[src/rtl/meter_spi_pkg.sv]
package meter_spi_pkg;

  localparam int ADDR_W = 6;
  localparam int N_REGS = 4;
  localparam int IDX_W  = $clog2(N_REGS);

  typedef enum logic [2:0] {
    CMD_HUNT,
    CMD_HDR,
    CMD_ADDR,
    CMD_STREAM,
    CMD_DEAD
  } cmd_state_e;

  typedef struct packed {
    logic             hit;
    logic [IDX_W-1:0] idx;
  } reg_sel_t;

  // Low four address bits to register slot; slot order is also the
  // continuation order.
  function automatic reg_sel_t map_reg(input logic [3:0] low);
    reg_sel_t r;
    r.hit = 1'b1;
    case (low)
      4'b0000: r.idx = IDX_W'(0);
      4'b0001: r.idx = IDX_W'(1);
      4'b0010: r.idx = IDX_W'(2);
      4'b1011: r.idx = IDX_W'(3);
      default: begin
        r.hit = 1'b0;
        r.idx = '0;
      end
    endcase
    return r;
  endfunction

endpackage

[src/rtl/meter_spi_sync.sv]
module meter_spi_sync #(
  parameter int W      = 3,
  parameter int STAGES = 2
) (
  input  logic         clk,
  input  logic         rst_n,
  input  logic [W-1:0] async_in,
  output logic [W-1:0] sync_out,
  output logic [W-1:0] rise,
  output logic [W-1:0] fall
);

  logic [W-1:0] stage [STAGES];
  logic [W-1:0] prev;

  always_ff @(posedge clk or negedge rst_n) begin
    if (!rst_n) begin
      for (int i = 0; i < STAGES; i++) stage[i] <= '0;
      prev <= '0;
    end else begin
      stage[0] <= async_in;
      for (int i = 1; i < STAGES; i++) stage[i] <= stage[i-1];
      prev <= stage[STAGES-1];
    end
  end

  assign sync_out = stage[STAGES-1];

  for (genvar b = 0; b < W; b++) begin : g_edge
    assign rise[b] = stage[STAGES-1][b] & ~prev[b];
    assign fall[b] = ~stage[STAGES-1][b] & prev[b];
  end

endmodule

[src/rtl/meter_spi_cmd.sv]
module meter_spi_cmd
  import meter_spi_pkg::*;
#(
  parameter int          HDR_W   = 3,
  parameter logic [HDR_W-1:0] HDR_PAT = 3'b110
) (
  input  logic              clk,
  input  logic              rst_n,
  input  logic              sel,
  input  logic              sclk_rise,
  input  logic              din,
  output logic              stream_on,
  output logic              start,
  output logic [ADDR_W-1:0] start_addr,
  output logic              adv
);

  localparam int MAXC  = (HDR_W > ADDR_W) ? HDR_W : ADDR_W;
  localparam int CNT_W = $clog2(MAXC);

  cmd_state_e       state;
  logic [CNT_W-1:0] cnt;
  logic [HDR_W-1:0] hdr_left;
  logic [ADDR_W-1:0] addr;
  logic             bit_in;

  assign bit_in = sel & sclk_rise;

  always_ff @(posedge clk or negedge rst_n) begin
    if (!rst_n) begin
      state    <= CMD_HUNT;
      cnt      <= '0;
      hdr_left <= '0;
      addr     <= '0;
    end else if (!sel) begin
      state    <= CMD_HUNT;
      cnt      <= '0;
      hdr_left <= '0;
      addr     <= '0;
    end else if (sclk_rise) begin
      case (state)
        CMD_HUNT: if (din) begin
          state    <= CMD_HDR;
          cnt      <= CNT_W'(1);
          hdr_left <= HDR_PAT << 1;
        end
        CMD_HDR: begin
          if (din != hdr_left[HDR_W-1]) begin
            state <= CMD_DEAD;
          end else if (cnt == CNT_W'(HDR_W-1)) begin
            state <= CMD_ADDR;
            cnt   <= '0;
          end else begin
            cnt <= cnt + CNT_W'(1);
          end
          hdr_left <= hdr_left << 1;
        end
        CMD_ADDR: begin
          addr <= {addr[ADDR_W-2:0], din};
          if (cnt == CNT_W'(ADDR_W-1)) state <= CMD_STREAM;
          else                         cnt   <= cnt + CNT_W'(1);
        end
        default: state <= state;
      endcase
    end
  end

  assign start      = bit_in && (state == CMD_ADDR) && (cnt == CNT_W'(ADDR_W-1));
  assign start_addr = {addr[ADDR_W-2:0], din};
  assign adv        = bit_in && (state == CMD_STREAM);
  assign stream_on  = (state == CMD_STREAM);

  assert_dead_sticky_R4: assert property (@(posedge clk) disable iff (!rst_n)
    (state == CMD_DEAD && sel) |=> (state == CMD_DEAD));

  assert_start_once_R7: assert property (@(posedge clk) disable iff (!rst_n)
    start |=> !start);

endmodule

[src/rtl/meter_spi_shift.sv]
module meter_spi_shift
  import meter_spi_pkg::*;
#(
  parameter int DATA_W = 24
) (
  input  logic                           clk,
  input  logic                           rst_n,
  input  logic                           start,
  input  logic [ADDR_W-1:0]              start_addr,
  input  logic                           adv,
  input  logic [N_REGS-1:0][DATA_W-1:0]  reg_vals,
  output logic                           dout
);

  localparam int CNT_W = $clog2(DATA_W);

  logic [IDX_W-1:0]  cur_idx;
  logic              cur_zero;
  logic [CNT_W-1:0]  bit_cnt;
  logic [DATA_W-2:0] shreg;
  logic [DATA_W-1:0] word;
  reg_sel_t          first_sel;

  assign first_sel = map_reg(start_addr[3:0]);
  assign word      = cur_zero ? '0 : reg_vals[cur_idx];

  always_ff @(posedge clk or negedge rst_n) begin
    if (!rst_n) begin
      cur_idx  <= '0;
      cur_zero <= 1'b0;
      bit_cnt  <= '0;
      shreg    <= '0;
      dout     <= 1'b0;
    end else if (start) begin
      cur_idx  <= first_sel.idx;
      cur_zero <= ~first_sel.hit;
      bit_cnt  <= '0;
      dout     <= 1'b0;
    end else if (adv) begin
      if (bit_cnt == '0) begin
        dout     <= word[DATA_W-1];
        shreg    <= word[DATA_W-2:0];
        bit_cnt  <= CNT_W'(DATA_W-1);
        cur_zero <= 1'b0;
        if (cur_zero || cur_idx == IDX_W'(N_REGS-1)) cur_idx <= '0;
        else                                          cur_idx <= cur_idx + IDX_W'(1);
      end else begin
        dout    <= shreg[DATA_W-2];
        shreg   <= shreg << 1;
        bit_cnt <= bit_cnt - CNT_W'(1);
      end
    end
  end

  assert_cnt_bound_R8: assert property (@(posedge clk) disable iff (!rst_n)
    bit_cnt <= CNT_W'(DATA_W-1));

  assert_zero_word_R10: assert property (@(posedge clk) disable iff (!rst_n)
    (adv && !start && cur_zero) |=> (!dout && !cur_zero && cur_idx == '0));

  assert_wrap_R9: assert property (@(posedge clk) disable iff (!rst_n)
    (adv && !start && bit_cnt == '0 && !cur_zero && cur_idx == IDX_W'(N_REGS-1))
      |=> (cur_idx == '0));

endmodule

[src/rtl/meter_spi_reader.sv]
module meter_spi_reader
  import meter_spi_pkg::*;
#(
  parameter int DATA_W = 24
) (
  input  logic              clk,
  input  logic              rst_n,
  input  logic              spi_sel,
  input  logic              spi_sclk,
  input  logic              spi_sdi,
  output logic              sdo_data,
  output logic              sdo_en,
  input  logic [DATA_W-1:0] val_active,
  input  logic [DATA_W-1:0] val_reactive,
  input  logic [DATA_W-1:0] val_voltage,
  input  logic [DATA_W-1:0] val_freq
);

  localparam int SYNC_W = 3;

  logic [SYNC_W-1:0] s_bus, s_rise, s_fall;
  logic              s_sel, s_din, sclk_rise;
  logic              stream_on, start, adv, dout_bit;
  logic [ADDR_W-1:0] start_addr;
  logic [N_REGS-1:0][DATA_W-1:0] reg_vals;

  meter_spi_sync #(.W(SYNC_W), .STAGES(2)) i_sync (
    .clk      (clk),
    .rst_n    (rst_n),
    .async_in ({spi_sdi, spi_sclk, spi_sel}),
    .sync_out (s_bus),
    .rise     (s_rise),
    .fall     (s_fall)
  );

  assign s_sel     = s_bus[0];
  assign s_din     = s_bus[2];
  assign sclk_rise = s_rise[1];

  meter_spi_cmd i_cmd (
    .clk        (clk),
    .rst_n      (rst_n),
    .sel        (s_sel),
    .sclk_rise  (sclk_rise),
    .din        (s_din),
    .stream_on  (stream_on),
    .start      (start),
    .start_addr (start_addr),
    .adv        (adv)
  );

  assign reg_vals = {val_freq, val_voltage, val_reactive, val_active};

  meter_spi_shift #(.DATA_W(DATA_W)) i_shift (
    .clk        (clk),
    .rst_n      (rst_n),
    .start      (start),
    .start_addr (start_addr),
    .adv        (adv),
    .reg_vals   (reg_vals),
    .dout       (dout_bit)
  );

  assign sdo_en   = spi_sel & stream_on;
  assign sdo_data = sdo_en & dout_bit;

  assert_low_after_addr_R7: assert property (@(posedge clk) disable iff (!rst_n)
    start |=> (stream_on && !dout_bit));

  assert_stop_on_release_R12: assert property (@(posedge clk) disable iff (!rst_n)
    s_fall[0] |=> !stream_on);

  assert_hiz_R1: assert property (@(posedge clk) disable iff (!rst_n)
    !spi_sel |-> !sdo_en);

endmodule

[config.mk]
export PLATFORM = sky130hd
export DESIGN_NAME = meter_spi_reader
export DESIGN_NICKNAME = d
export VERILOG_FILES = /design/src/rtl/meter_spi_pkg.sv /design/src/rtl/meter_spi_sync.sv /design/src/rtl/meter_spi_cmd.sv /design/src/rtl/meter_spi_shift.sv /design/src/rtl/meter_spi_reader.sv
export SDC_FILE = /design/constraint.sdc
export NUM_CORES = 1
export LEC_CHECK = 0
export ABC_AREA = 1
export BUFFER_PORTS_ARGS = -buffer_cell sky130_fd_sc_hd__buf_2
export CAP_MARGIN = 20
export CORE_UTILIZATION = 35
export DETAILED_ROUTE_END_ITERATION = 16
export HOLD_SLACK_MARGIN = 0.06
export PLACE_DENSITY = 0.55
export SETUP_SLACK_MARGIN = 0.4
export SKIP_LAST_GASP = 1
export SYNTH_ARGS = -nofsm -noshare
export SYNTH_HDL_FRONTEND = slang
export SYNTH_SLANG_ARGS = --single-unit
[constraint.sdc]
create_clock -name clk -period 2.1 [get_ports clk]
set_input_delay 0.42 -clock clk [delete_from_list [all_inputs] [get_ports clk]]
set_output_delay 0.42 -clock clk [all_outputs]
set_load 0.01 [all_outputs]
### Word-level counts from Yosys, hierarchy flattened

Cells that the tools add are included.

| operators by class | value |
|---|---|
| add/subtract/negate cells | 3 |
| order comparisons | 1 |
| eq/ne operators | 19 |
| muxes and demuxes | 39 |
| bitwise operators | 7 |
| reductions and logical operators | 16 |

Operators by type and width:

| kind | number |
|---|---|
| 2-to-1 mux 3 bit | 17 |
| binary-select mux 24 bit (select 2 bit) | 1 |
| 2-to-1 mux 24 bit | 2 |
| 2-to-1 mux 23 bit | 1 |
| case mux 3 bit (3 select lines) | 2 |
| 2-to-1 mux 5 bit | 3 |
| AND reduction 5 bit | 2 |
| equality test 3 x 2 -> 1 bit (second input constant) | 3 |
| != test 3 bit (second input constant) | 3 |
| 2-to-1 mux 2 bit | 4 |
| 2-to-1 mux 1 bit | 7 |
| case mux 2 bit (3 select lines) | 1 |
| case mux 3 bit (2 select lines) | 1 |
| AND reduction 2 bit | 3 |
| zero test 5 bit | 1 |
| subtractor 5 x 1 -> 5 bit (second input constant) | 1 |
| AND 1 bit | 4 |
| equality test 4 x 1 -> 1 bit (second input constant) | 1 |
| equality test 4 x 2 -> 1 bit (second input constant) | 1 |
| equality test 4 bit (second input constant) | 1 |
| zero test 4 bit | 1 |
| != test 2 x 1 -> 1 bit (second input constant) | 2 |
| != test 4 x 1 -> 1 bit (second input constant) | 1 |
| != test 4 x 2 -> 1 bit (second input constant) | 1 |
| 16 further kinds | 21 |

| storage, ports and cells | value |
|---|---|
| bits in registers | 52 |
| input bits | 101 |

### Depth between registers and ports, before layout

Gate-level depths: netlist of the first run.

| logic depth | value |
|---|---|
| depth after elaboration | 7 |
| mapped depth | 9 |
| gate-level depth less buffers | 9 |

### By module

From an unflattened synthesis of the first run, not the netlist that was laid out.

| second synthesis, totals | value |
|---|---|
| cell total of the unflattened synthesis | 603 |
| area, all modules | 3817.4 µm² |

Modules (own cells, without submodules):

| module | instances | cells an instance | area each (µm²) |
|---|---|---|---|
| meter_spi_shift | 1 | 459 | 2696.3 |
| meter_spi_cmd | 1 | 116 | 810.8 |
| meter_spi_sync | 1 | 24 | 292.8 |
| meter_spi_reader | 1 | 4 | 17.5 |

### Worst setup path before layout of the first run

Ideal clock, no wire load.

| path | value |
|---|---|
| path kind | reg-to-reg |
| start point | reg i_shift.bit_cnt[0] |
| end point | reg i_shift.shreg[10] |
| library setup time | 0.118 ns |
| arrival | 1.308 ns |
| required time | 1.982 ns |
| path slack | 0.674 ns |
| stages on the path, launching flop included | 10 |
| path buffers | 2 |
| period minus slack after synthesis | 1.426 ns |
| cells stage by stage | dfrtp_1 -> inv_1 -> ha_1 -> nand3_1 -> buf_2 -> buf_2 -> nand2_1 -> nand2_1 -> a21oi_1 -> nor2_1 |

| between the ends | value |
|---|---|
| word-level cells in the longest chain between the ends | 2 |

Ends and longest elaborated chain:

| item | RTL line | text |
|---|---|---|
| start: declaration | meter_spi_shift.sv:19 | `logic [CNT_W-1:0] bit_cnt;` |
| start signal: assignment | meter_spi_shift.sv:43 | `bit_cnt <= CNT_W'(DATA_W-1);` |
| start signal: assignment | meter_spi_shift.sv:50 | `bit_cnt <= bit_cnt - CNT_W'(1);` |
| zero test 5 bit | meter_spi_shift.sv:40 | `if (bit_cnt == '0) begin` |
| 2-to-1 mux 23 bit | meter_spi_shift.sv:40 |  |
| end signal: assignment | meter_spi_shift.sv:42 | `shreg <= word[DATA_W-2:0];` |
| end signal: assignment | meter_spi_shift.sv:49 | `shreg <= shreg << 1;` |
| end: declaration | meter_spi_shift.sv:20 | `logic [DATA_W-2:0] shreg;` |

Every way passes these cells.
A chain may end at the register's enable or synchronous reset.

### Final worst setup path of the first run

| path | value |
|---|---|
| start point | reg i_cmd.state[0] |
| end point | out sdo_data |

| between the ends | value |
|---|---|
| word-level cells in the longest chain between the ends | 3 |

Ends and longest elaborated chain:

| item | RTL line | text |
|---|---|---|
| start: declaration | meter_spi_cmd.sv:21 | `cmd_state_e state;` |
| start signal: assignment | meter_spi_cmd.sv:63 | `default: state <= state;` |
| equality test 3 x 2 -> 1 bit | meter_spi_cmd.sv:71 | `assign stream_on = (state == CMD_STREAM);` |
| AND 1 bit | meter_spi_reader.sv:64 | `assign sdo_en = spi_sel & stream_on;` |
| AND 1 bit | meter_spi_reader.sv:65 | `assign sdo_data = sdo_en & dout_bit;` |
| end: declaration | meter_spi_reader.sv:11 | `output logic sdo_data,` |

Every way passes these cells.

==> results of run 1 <==
==> power by group through the flow <==
stage / combinational [µW] / clock [µW] / sequential (µW)
after floorplan: 1640 / 0 / 1400
after global placement: 2090 / 0 / 1480
after detailed placement: 2100 / 0 / 1490
after CTS: 2120 / 585 / 1470
after global routing: 2630 / 629 / 1500
final: 2280 / 558 / 1460
==> worst min-delay path by stage <==
| stage | slack (ns) | cells after the start | startpoint | endpoint |
|---|---|---|---|---|
| floorplan | 0.12 | 0 | rst_n | i_cmd.addr[0]$_DFFE_PN0P_ |
| global placement | 0.34 | 0 | i_sync.stage[4]$_DFF_PN0_ | i_sync.sync_out[1]$_DFF_PN0_ |
| detailed placement | 0.34 | 0 | i_sync.stage[4]$_DFF_PN0_ | i_sync.sync_out[1]$_DFF_PN0_ |
| CTS | 0.21 | 1 | spi_sclk | i_sync.stage[4]$_DFF_PN0_ |
| global route | 0.19 | 1 | spi_sclk | i_sync.stage[4]$_DFF_PN0_ |
| finish | 0.19 | 2 | rst_n | i_cmd.state[1]$_DFFE_PN0P_ |
==> layout by cell type (no fill, tap or decap) <==
cell	instances
nor2_1	155
nand2_1	145
buf_2	102
o21ai_0	54
dfrtp_1	46
nand3_1	25
inv_1	24
a21oi_1	24
buf_4	16
nor2_4	5
ha_1	5
clkbuf_8	5
o21ai_1	4
inv_2	3
nand4_1	3
dfrtp_2	3
nand2_2	2
clkinvlp_4	2
nand3_4	1
nor3b_2	1
nand2_4	1
o21ai_2	1
o31ai_1	1
nand3b_1	1
nand3_2	1
xnor2_1	1
nor2_2	1
o22ai_1	1
xor2_1	1
clkbuf_1	1
buf_12	1
buf_6	1
==> flip-flops by register name, indices dropped and copies added (netlist names) <==
signal and flops:
i_shift.shreg 23, i_shift.bit_cnt 5, i_cmd.addr 3, i_cmd.cnt 3, i_cmd.state 3, i_sync.stage 3, i_sync.sync_out 3, i_shift.cur_idx 2
i_cmd.hdr_left 1, i_shift.cur_zero 1, i_shift.dout 1, i_sync.prev 1
==> final cells by class <==
type,count,share of cell area
clock buffer,6,0.0174
clock inverter,2,0.00361
inverter,27,0.0244
multi-input combinational,433,0.461
sequential,49,0.296
tap,129,0.0388
timing repair buffer,120,0.159
==> repair_timing <==
item,CTS,global route
hold buffers,0,0
setup buffers,1,8
pin swaps,0,2
setup endpoints to repair,3,21
hold endpoints to repair,0,0
gates resized for setup,4,4
==> metrics by stage <==
stage,utilization,hold slack [ns],total power [µW]
after floorplan,-,0.124,3040
after global placement,0.427,0.336,3570
after detailed placement,0.427,0.337,3590
after CTS,0.438,0.205,4170
after global routing,0.446,0.191,4750
final,0.446,0.187,4290
==> layer usage <==
layer	up-vias	global-route usage	wire length (µm)
li1	1887	-	-
met1	1546	0.236	4010
met2	69	0.292	4100
met3	10	0.0327	347
met4	0	0.0524	116
met5	-	0	0
==> logic make-up after synthesis <==
family	count (synthesis)
AND/OR/NAND/NOR	341
AO/OA/AOI/OAI	85
buffers and inverters	55
flip-flops	49
adder cells (fa/ha/maj)	5
XOR/XNOR	2
==> out/results.ini, run 1 <==
[worst_setup_path]
r2r_setup_slack_ns=0.54
slowest_stage=dfrtp_2
startpoint_type=flop
reg2regPathDepth=9
critPathCapture=sdo_data
cpPeakStageDelay_ns=0.47
path_depth=3
cp-end-kind=primary output
r2r_start=i_cmd.state[2]$_DFFE_PN0P_
arrival_ns=1.20
required_ns=1.68
crit_chain=nand3_4, nor3b_2, buf_2
startpoint=i_cmd.state[0]$_DFFE_PN0P_
worst-path-buf-inv=1
crit_family=flip-flops
path_max_fanout=6
critPathKind=flop to primary output
r2r_end=i_shift.cur_idx[0]$_DFFE_PN0P_

[detailed_routing]
firstDrtPassIters=4
postRouteAntennaNets=0
num_vias=3512
wl_per_cell_um=11.2
viasPerCell=4.58
initialDrtViolationCount=143
drt-total-wl_mm=8.57
drc=0

[placed_design]
placed_area_um2=3980
dp_cells=749
dp_slack_ns=0.416
dpl.hpwl_mm=6.47
gp_congestion=0.827
port_buffers=102

[clock_network]
cts_tree=built
numCtsBuffers=5
cts_root_buffer=clkbuf_8
clock_latency_ns=0.31
h-tree-depth=2
cts.path.max_buffers=2
cts_sinks=49
clk_pin_slew_ns=0.09

[sta]
fin_crit_sh=0.770
final.setup.tns_ns=0
min_period_ns=1.62
setup_slack_ns=0.483
hold_violations=0
tightest_slew_ns=0.634
max_freq_mhz=618
rsz0062_at_grt=yes
finClkSkew_ns=0.00729
report.final.slew_viol_count=0
timing.slew.headroom=0.578
setup_violations=0

[power_and_ir_drop]
pwr-share-comb=0.531
leakagePower_uw=0.00213
power.internal_uw=2350
power.density_nw_per_um2=1030
ir_drop_mv=0.458
power_frac_seq=0.339
swShare=0.453
clkPwrFrac=0.130
switchingPower_uw=1940

[final_layout]
nets=742
drive_gt1_frac=0.229
fin_cells=766
syn_to_final_growth_pct=22.7
final-seq-area_um2=1230
finalInstanceArea_um2=4160
num_antenna_cells=0
fillers=1009
multi_input_area_um2=1920

[logic_synthesis]
synth_edf_count=0
ys.flop_type=dfrtp_1
yosysWarnings=0
synth_top_area_share=0.362
synth_most_common_cell=nor2_1
synth-adder-area-share=0.0185
synth_seq_area_share=0.362
syn_nets=643
ys_async_sr_fraction=1.00
syn_area_um2=3390
synth-xor-area-share=0.00517
syn_area_per_cell_um2=6.31
synthCells=537
ys_top_cells_by_count=nor2_1, nand2_1, o21ai_0
synth_compound_area_frac=0.128
synth_top_family_by_area=simple AND/OR/NAND/NOR gates
ys_ff_latch=49
synthSimpleGateAreaFrac=0.410
synth.distinct_cells=29
synth_area_leaders=dfrtp_1, nor2_1, nand2_1, o21ai_0, nand3_1
synthMuxAreaShare=0
yosysTopAreaCell=dfrtp_1

[floorplanning]
die_h_um=100
io_pins=103
dieArea_um2=10100
start_util=0.363
core_um2=9330
num_rows=35
die_w_um=100

[run_status]
status=complete, no violations

[global_route]
grt_pass1_vias=3154
antenna_found_initial=0
grt_overflow=0
grt_pass1_wl_mm=14.3
grt_max_degree=50
track_usage=0.177

[hold_path]
min_path_type=input pin to async pin

[run]
cap_violations=0

(Power assumes the default switching activity.)
==> run 2, diff against run 1 <==
--- a/config.mk
+++ b/config.mk
@@ -11,7 +11,7 @@
 export CORE_UTILIZATION = 35
 export DETAILED_ROUTE_END_ITERATION = 16
 export HOLD_SLACK_MARGIN = 0.06
-export PLACE_DENSITY = 0.55
+export PLACE_DENSITY = 0.57
 export SETUP_SLACK_MARGIN = 0.4
 export SKIP_LAST_GASP = 1
 export SYNTH_ARGS = -nofsm -noshare
==> constraint.sdc (replaced) <==
create_clock -name clk -period 1.3 [get_ports clk]
set_input_delay 0.26 -clock clk [delete_from_list [all_inputs] [get_ports clk]]
set_output_delay 0.26 -clock clk [all_outputs]
set_load 0.01 [all_outputs]
==> run 2 against run 1 <==
- the run now ends with negative setup slack left
- die area did not move
- worst hold slack got worse by 0.10 ns
- clock power grew 130%
- cell count rose by 7.3%
- count of clock-buffer cells in the layout shrank 1
- wire length grew 12%
- core utilization is 9.8 points higher
- setup slack got worse by 0.69 ns
- first-iteration DRC count fell by 26%
- total power grew 99%
- combinational power increased by 120%
==> out/results.ini, run 2 (same netlist as run 1, synthesis figures left out) <==
[clock_network]
numCtsBuffers=5
clock_latency_ns=0.30
clk_pin_slew_ns=0.10
cts_sinks=49
cts.path.max_buffers=2
cts_tree=built
h-tree-depth=2
cts_root_buffer=clkbuf_8

[sta]
rsz0062_at_grt=yes
report.final.slew_viol_count=0
setup_slack_ns=-0.203
max_freq_mhz=665
timing.slew.headroom=0.841
setup_violations=43
fin_crit_sh=1.16
tightest_slew_ns=0.238
min_period_ns=1.50
final.setup.tns_ns=-6.25
finClkSkew_ns=0.00890
hold_violations=0

[final_layout]
nets=798
largest_reg_flops=23
fillers=912
final-seq-area_um2=1230
regMostFlops=i_shift.shreg
multi_input_area_um2=2110
finalInstanceArea_um2=5070
final_common_cell=nor2_1
top_regs=i_shift.shreg (23), i_shift.bit_cnt (5)
num_antenna_cells=0
drive_gt1_frac=0.352
layout_common_cells=nor2_1, nand2_1, buf_2
syn_to_final_growth_pct=49.6

[power_and_ir_drop]
clkPwrFrac=0.150
leakagePower_uw=0.00254
power.density_nw_per_um2=1690
power.internal_uw=4890
pwr-share-comb=0.577
ir_drop_mv=1.17
swShare=0.429
switchingPower_uw=3670
total_power_uw=8550
power_frac_seq=0.273

[detailed_routing]
m1WireLength_mm=4.24
drc=0
wl_met2_mm=4.98
initialDrtViolationCount=106
top_layer=met4
postRouteAntennaNets=0
num_vias=3856
wl_per_cell_um=11.7
drt-total-wl_mm=9.64
route.met3.wl_um=326
firstDrtPassIters=4
viasPerCell=4.69

[placed_design]
gp_congestion=0.853
placed_area_um2=4460
port_buffers=102
dpl.hpwl_mm=6.90

[floorplanning]
die_h_um=100
io_pins=103
start_util=0.363
dieArea_um2=10100
core_um2=9330
num_rows=35
die_w_um=100

[global_route]
grt_max_degree=34
grt_pass1_vias=3774
antenna_found_initial=0
track_usage=0.212
grt_overflow=0
grt_pass1_wl_mm=17.1

[worst_setup_path]
crit_chain=inv_2, nand3_4, nor3b_4, buf_2
cp-end-kind=primary output
cpPeakStageDelay_ns=0.41
required_ns=1.04
slowest_stage=dfrtp_1
arrival_ns=1.24
startpoint_type=flop
critPathKind=flop to primary output
path_max_fanout=3

[run]
cap_violations=0

[run_status]
status=complete, but fails checks
violations=negative setup slack

[hold_path]
min_path_type=input pin to flop

## run 2: cell count changes in the layout (fill, tap and decap cells not counted), moves of 8 or more
cell	change
a21oi_1	-15
o21ai_1	+12
nand2_1	-10
o21ai_0	-12
buf_12	+8
buf_6	+9
buf_4	+32
a21oi_2	+15
## run 2: critical path: cells and delay by family, from the launching register on
kind                   cells  cell delay [ns]
flip-flops                 1             0.41
buffers and inverters      2             0.25
AND/OR/NAND/NOR            2             0.28
## run 2: power by group through the flow
| stage | combinational [µW] | clock, µW | sequential [µW] |
|---|---|---|---|
| global route | 5560 | 1380 | 2400 |
| global placement | 4420 | 0 | 2370 |
| finish | 4940 | 1280 | 2330 |
| detailed placement | 4480 | 0 | 2380 |
| CTS | 4800 | 1320 | 2330 |
| floorplan | 3190 | 0 | 2280 |
## run 2: what timing repair did
action                                 4_1_cts  5_1_grt
gates cloned                                 4        1
pin swaps                                    9       15
endpoints found under the hold margin       11        0
setup endpoints to repair                   44       77
setup buffers                               12        4
resized for setup                           32       21
hold buffers                                 3        0
## run 2: layout make-up
| cell class | instances | area share |
|---|---|---|
| Clock buffer | 5 | 0.0136 |
| Tap cell | 129 | 0.0318 |
| Multi-Input combinational cell | 433 | 0.416 |
| Inverter | 27 | 0.0205 |
| Clock inverter | 3 | 0.0128 |
| Sequential cell | 49 | 0.242 |
| Timing Repair Buffer | 176 | 0.262 |
## run 2: worst paths after layout
path,endpoint,start,slack (ns),cells past startpoint
min in group asynchronous,i_sync.sync_out[2]$_DFF_PN0_,rst_n,0.35,2
worst min register to register,i_sync.sync_out[1]$_DFF_PN0_,i_sync.stage[4]$_DFF_PN0_,0.36,0
worst max register to register,i_shift.bit_cnt[1]$_DFFE_PN0P_,i_cmd.state[2]$_DFFE_PN0P_,-0.19,8
max in group asynchronous,i_cmd.state[1]$_DFFE_PN0P_,rst_n,0.51,3
worst min-delay path,i_sync.stage[3]$_DFF_PN0_,spi_sel,0.08,1
worst max-delay path,sdo_data,i_cmd.state[2]$_DFFE_PN0P_,-0.20,4
## run 2: routing by layer
| metal | vias to the layer above | GRT usage |
|---|---|---|
| met5 | - | 0 |
| met3 | 7 | 0.0306 |
| met4 | 0 | 0.0446 |
| li1 | 2001 | - |
| met1 | 1767 | 0.254 |
| met2 | 81 | 0.400 |
## run 2: through the flow
stage | setup slack (ns) | util | hold WS, ns | instances
finish | -0.203 | 0.544 | 0.0819 | 822
global route | -0.306 | 0.544 | 0.0673 | 822
CTS | -0.221 | 0.527 | 0.0809 | 817
detailed placement | -0.127 | 0.479 | 0.159 | 790
global placement | -0.0852 | 0.479 | 0.160 | 790
floorplan | 0.00860 | - | -0.0356 | 537
==> run 3, diff against run 2 <==
==> constraint.sdc (replaced) <==
create_clock -name clk -period 1.3 [get_ports clk]
set_input_delay 0.065 -clock clk [delete_from_list [all_inputs] [get_ports clk]]
set_output_delay 0.065 -clock clk [all_outputs]
set_load 0.01 [all_outputs]
==> run 3 against run 2 <==
- the run still ends with negative setup slack left
- global-route usage decreased by 1.9 points
- wire length decreased by 2.5%
- register-to-register slack better by 0.07 ns
- first-iteration DRC count is 17% lower
- core utilization about the same
- die area is the same
- clock skew rose by 0.0022 ns
- critical path depth rose by 1
- largest cell class unchanged
==> out/results.ini, run 3 (same netlist as run 1, synthesis figures left out) <==
[run_status]
status=complete, but fails checks
violations=negative setup slack

[placed_design]
dpl.hpwl_mm=6.80
port_buffers=102
dp_slack_ns=-0.0930
dp_cells=784
gp_congestion=0.851

[worst_setup_path]
required_ns=1.24
startpoint_type=flop
cp-end-kind=primary output
path_max_fanout=2
critPathKind=flop to primary output
arrival_ns=1.37

[floorplanning]
die_h_um=100
core_um2=9330
num_rows=35
die_w_um=100
io_pins=103
dieArea_um2=10100
start_util=0.363

[final_layout]
num_antenna_cells=0
fillers=930
regMostFlops=i_shift.shreg
top_regs=i_shift.shreg (23), i_shift.bit_cnt (5)
nets=800
multi_input_area_um2=2140
drive_gt1_frac=0.361
final_common_cell=nor2_1
largest_reg_flops=23
final-seq-area_um2=1230
syn_to_final_growth_pct=49.7
layout_common_cells=nor2_1, nand2_1, buf_2
fin_cells=824

[global_route]
track_usage=0.194
grt_pass1_wl_mm=15.9
antenna_found_initial=0
grt_pass1_vias=3611
grt_overflow=0
grt_max_degree=50

[hold_path]
min_path_type=input pin to flop

[sta]
max_freq_mhz=697
timing.slew.headroom=0.816
report.final.slew_viol_count=0
tightest_slew_ns=0.275
rsz0062_at_grt=yes
setup_slack_ns=-0.135
min_period_ns=1.44
setup_violations=39
hold_violations=0
finClkSkew_ns=0.0111
fin_crit_sh=1.10

[clock_network]
cts_root_buffer=clkbuf_8
cts.path.max_buffers=2
clk_pin_slew_ns=0.10
h-tree-depth=2
cts_tree=built
numCtsBuffers=5
clock_latency_ns=0.31
cts_sinks=49

[power_and_ir_drop]
ir_drop_mv=0.825
leakagePower_uw=0.00254
power.density_nw_per_um2=1750

[detailed_routing]
num_vias=3766
drc=0
postRouteAntennaNets=0
firstDrtPassIters=4
wl_per_cell_um=11.4
initialDrtViolationCount=88
viasPerCell=4.57
drt-total-wl_mm=9.40

[run]
cap_violations=0

## run 3: cell count changes in the layout (fill, tap and decap cells not counted), sizes merged
cell         before  now
bufbuf            1    0
clkbuf            7    8
clkinv            1    0
buf             170  172
dlygate4sd3       3    4
bufinv            2    0
clkinvlp          0    2
## run 3: path summary, 6_finish.rpt
check / cells after the start / from / endpoint / slack (ns)
worst max-delay path: 5 / i_cmd.state[2]$_DFFE_PN0P_ / sdo_data / -0.14
worst min-delay path: 5 / val_freq[16] / i_shift.shreg[16]$_DFFE_PN0P_ / 0.10
worst max register to register: 8 / i_cmd.state[2]$_DFFE_PN0P_ / i_shift.shreg[15]$_DFFE_PN0P_ / -0.12
worst min register to register: 0 / i_sync.stage[3]$_DFF_PN0_ / i_sync.sync_out[0]$_DFF_PN0_ / 0.36
max in group asynchronous: 3 / rst_n / i_shift.cur_idx[1]$_DFFE_PN0P_ / 0.78
min in group asynchronous: 3 / rst_n / i_cmd.state[2]$_DFFE_PN0P_ / 0.26
## run 3: what timing repair did
action,4_1_cts,5_1_grt
gates cloned,3,2
hold endpoints to repair,52,0
pin swaps,17,21
hold buffers,4,0
setup buffers,13,10
resized for setup,31,34
setup endpoints to repair,44,44
## run 3: final cells by class
class                           instances  area share
Clock inverter                          2     0.00296
Multi-Input combinational cell        433       0.422
Timing Repair Buffer                  178       0.267
Inverter                               27      0.0205
Clock buffer                            6      0.0143
Tap cell                              129      0.0318
Sequential cell                        49       0.242
## run 3: per-layer routing
| layer | GRT usage | vias to the layer above | part of all wire |
|---|---|---|---|
| li1 | - | 2001 | - |
| met1 | 0.253 | 1696 | 0.47 |
| met2 | 0.338 | 60 | 0.50 |
| met3 | 0.0265 | 9 | 0.025 |
| met4 | 0.0446 | 0 | 0.011 |
| met5 | 0 | - | 0 |
## run 3: per-stage QoR
stage	TNS, ns	hold WS [ns]	util	instance area, µm²	total power, µW
finish	-2.80	0.102	0.544	5070	8890
global route	-6.55	0.144	0.544	5070	9670
CTS	-2.24	0.101	0.517	4820	8120
detailed placement	-1.59	0.0754	0.472	4410	6780
global placement	-0.755	0.0785	0.472	4410	6720
floorplan	0	-0.231	-	3530	5460
## run 3: power by group
part           switching [µW]  leakage, µW  internal, µW  total (µW)
clock                     534    0.0000374           380         915
sequential                340     0.000637          2000        2340
combinational            2960      0.00186          2680        5630
## run 3: worst max-delay path, stage by stage (launching register included)
cell and delay, ns:
dfrtp_1 0.42, inv_2 0.09, nand3_4 0.09, buf_6 0.14, nor3b_2 0.16, buf_2 0.17
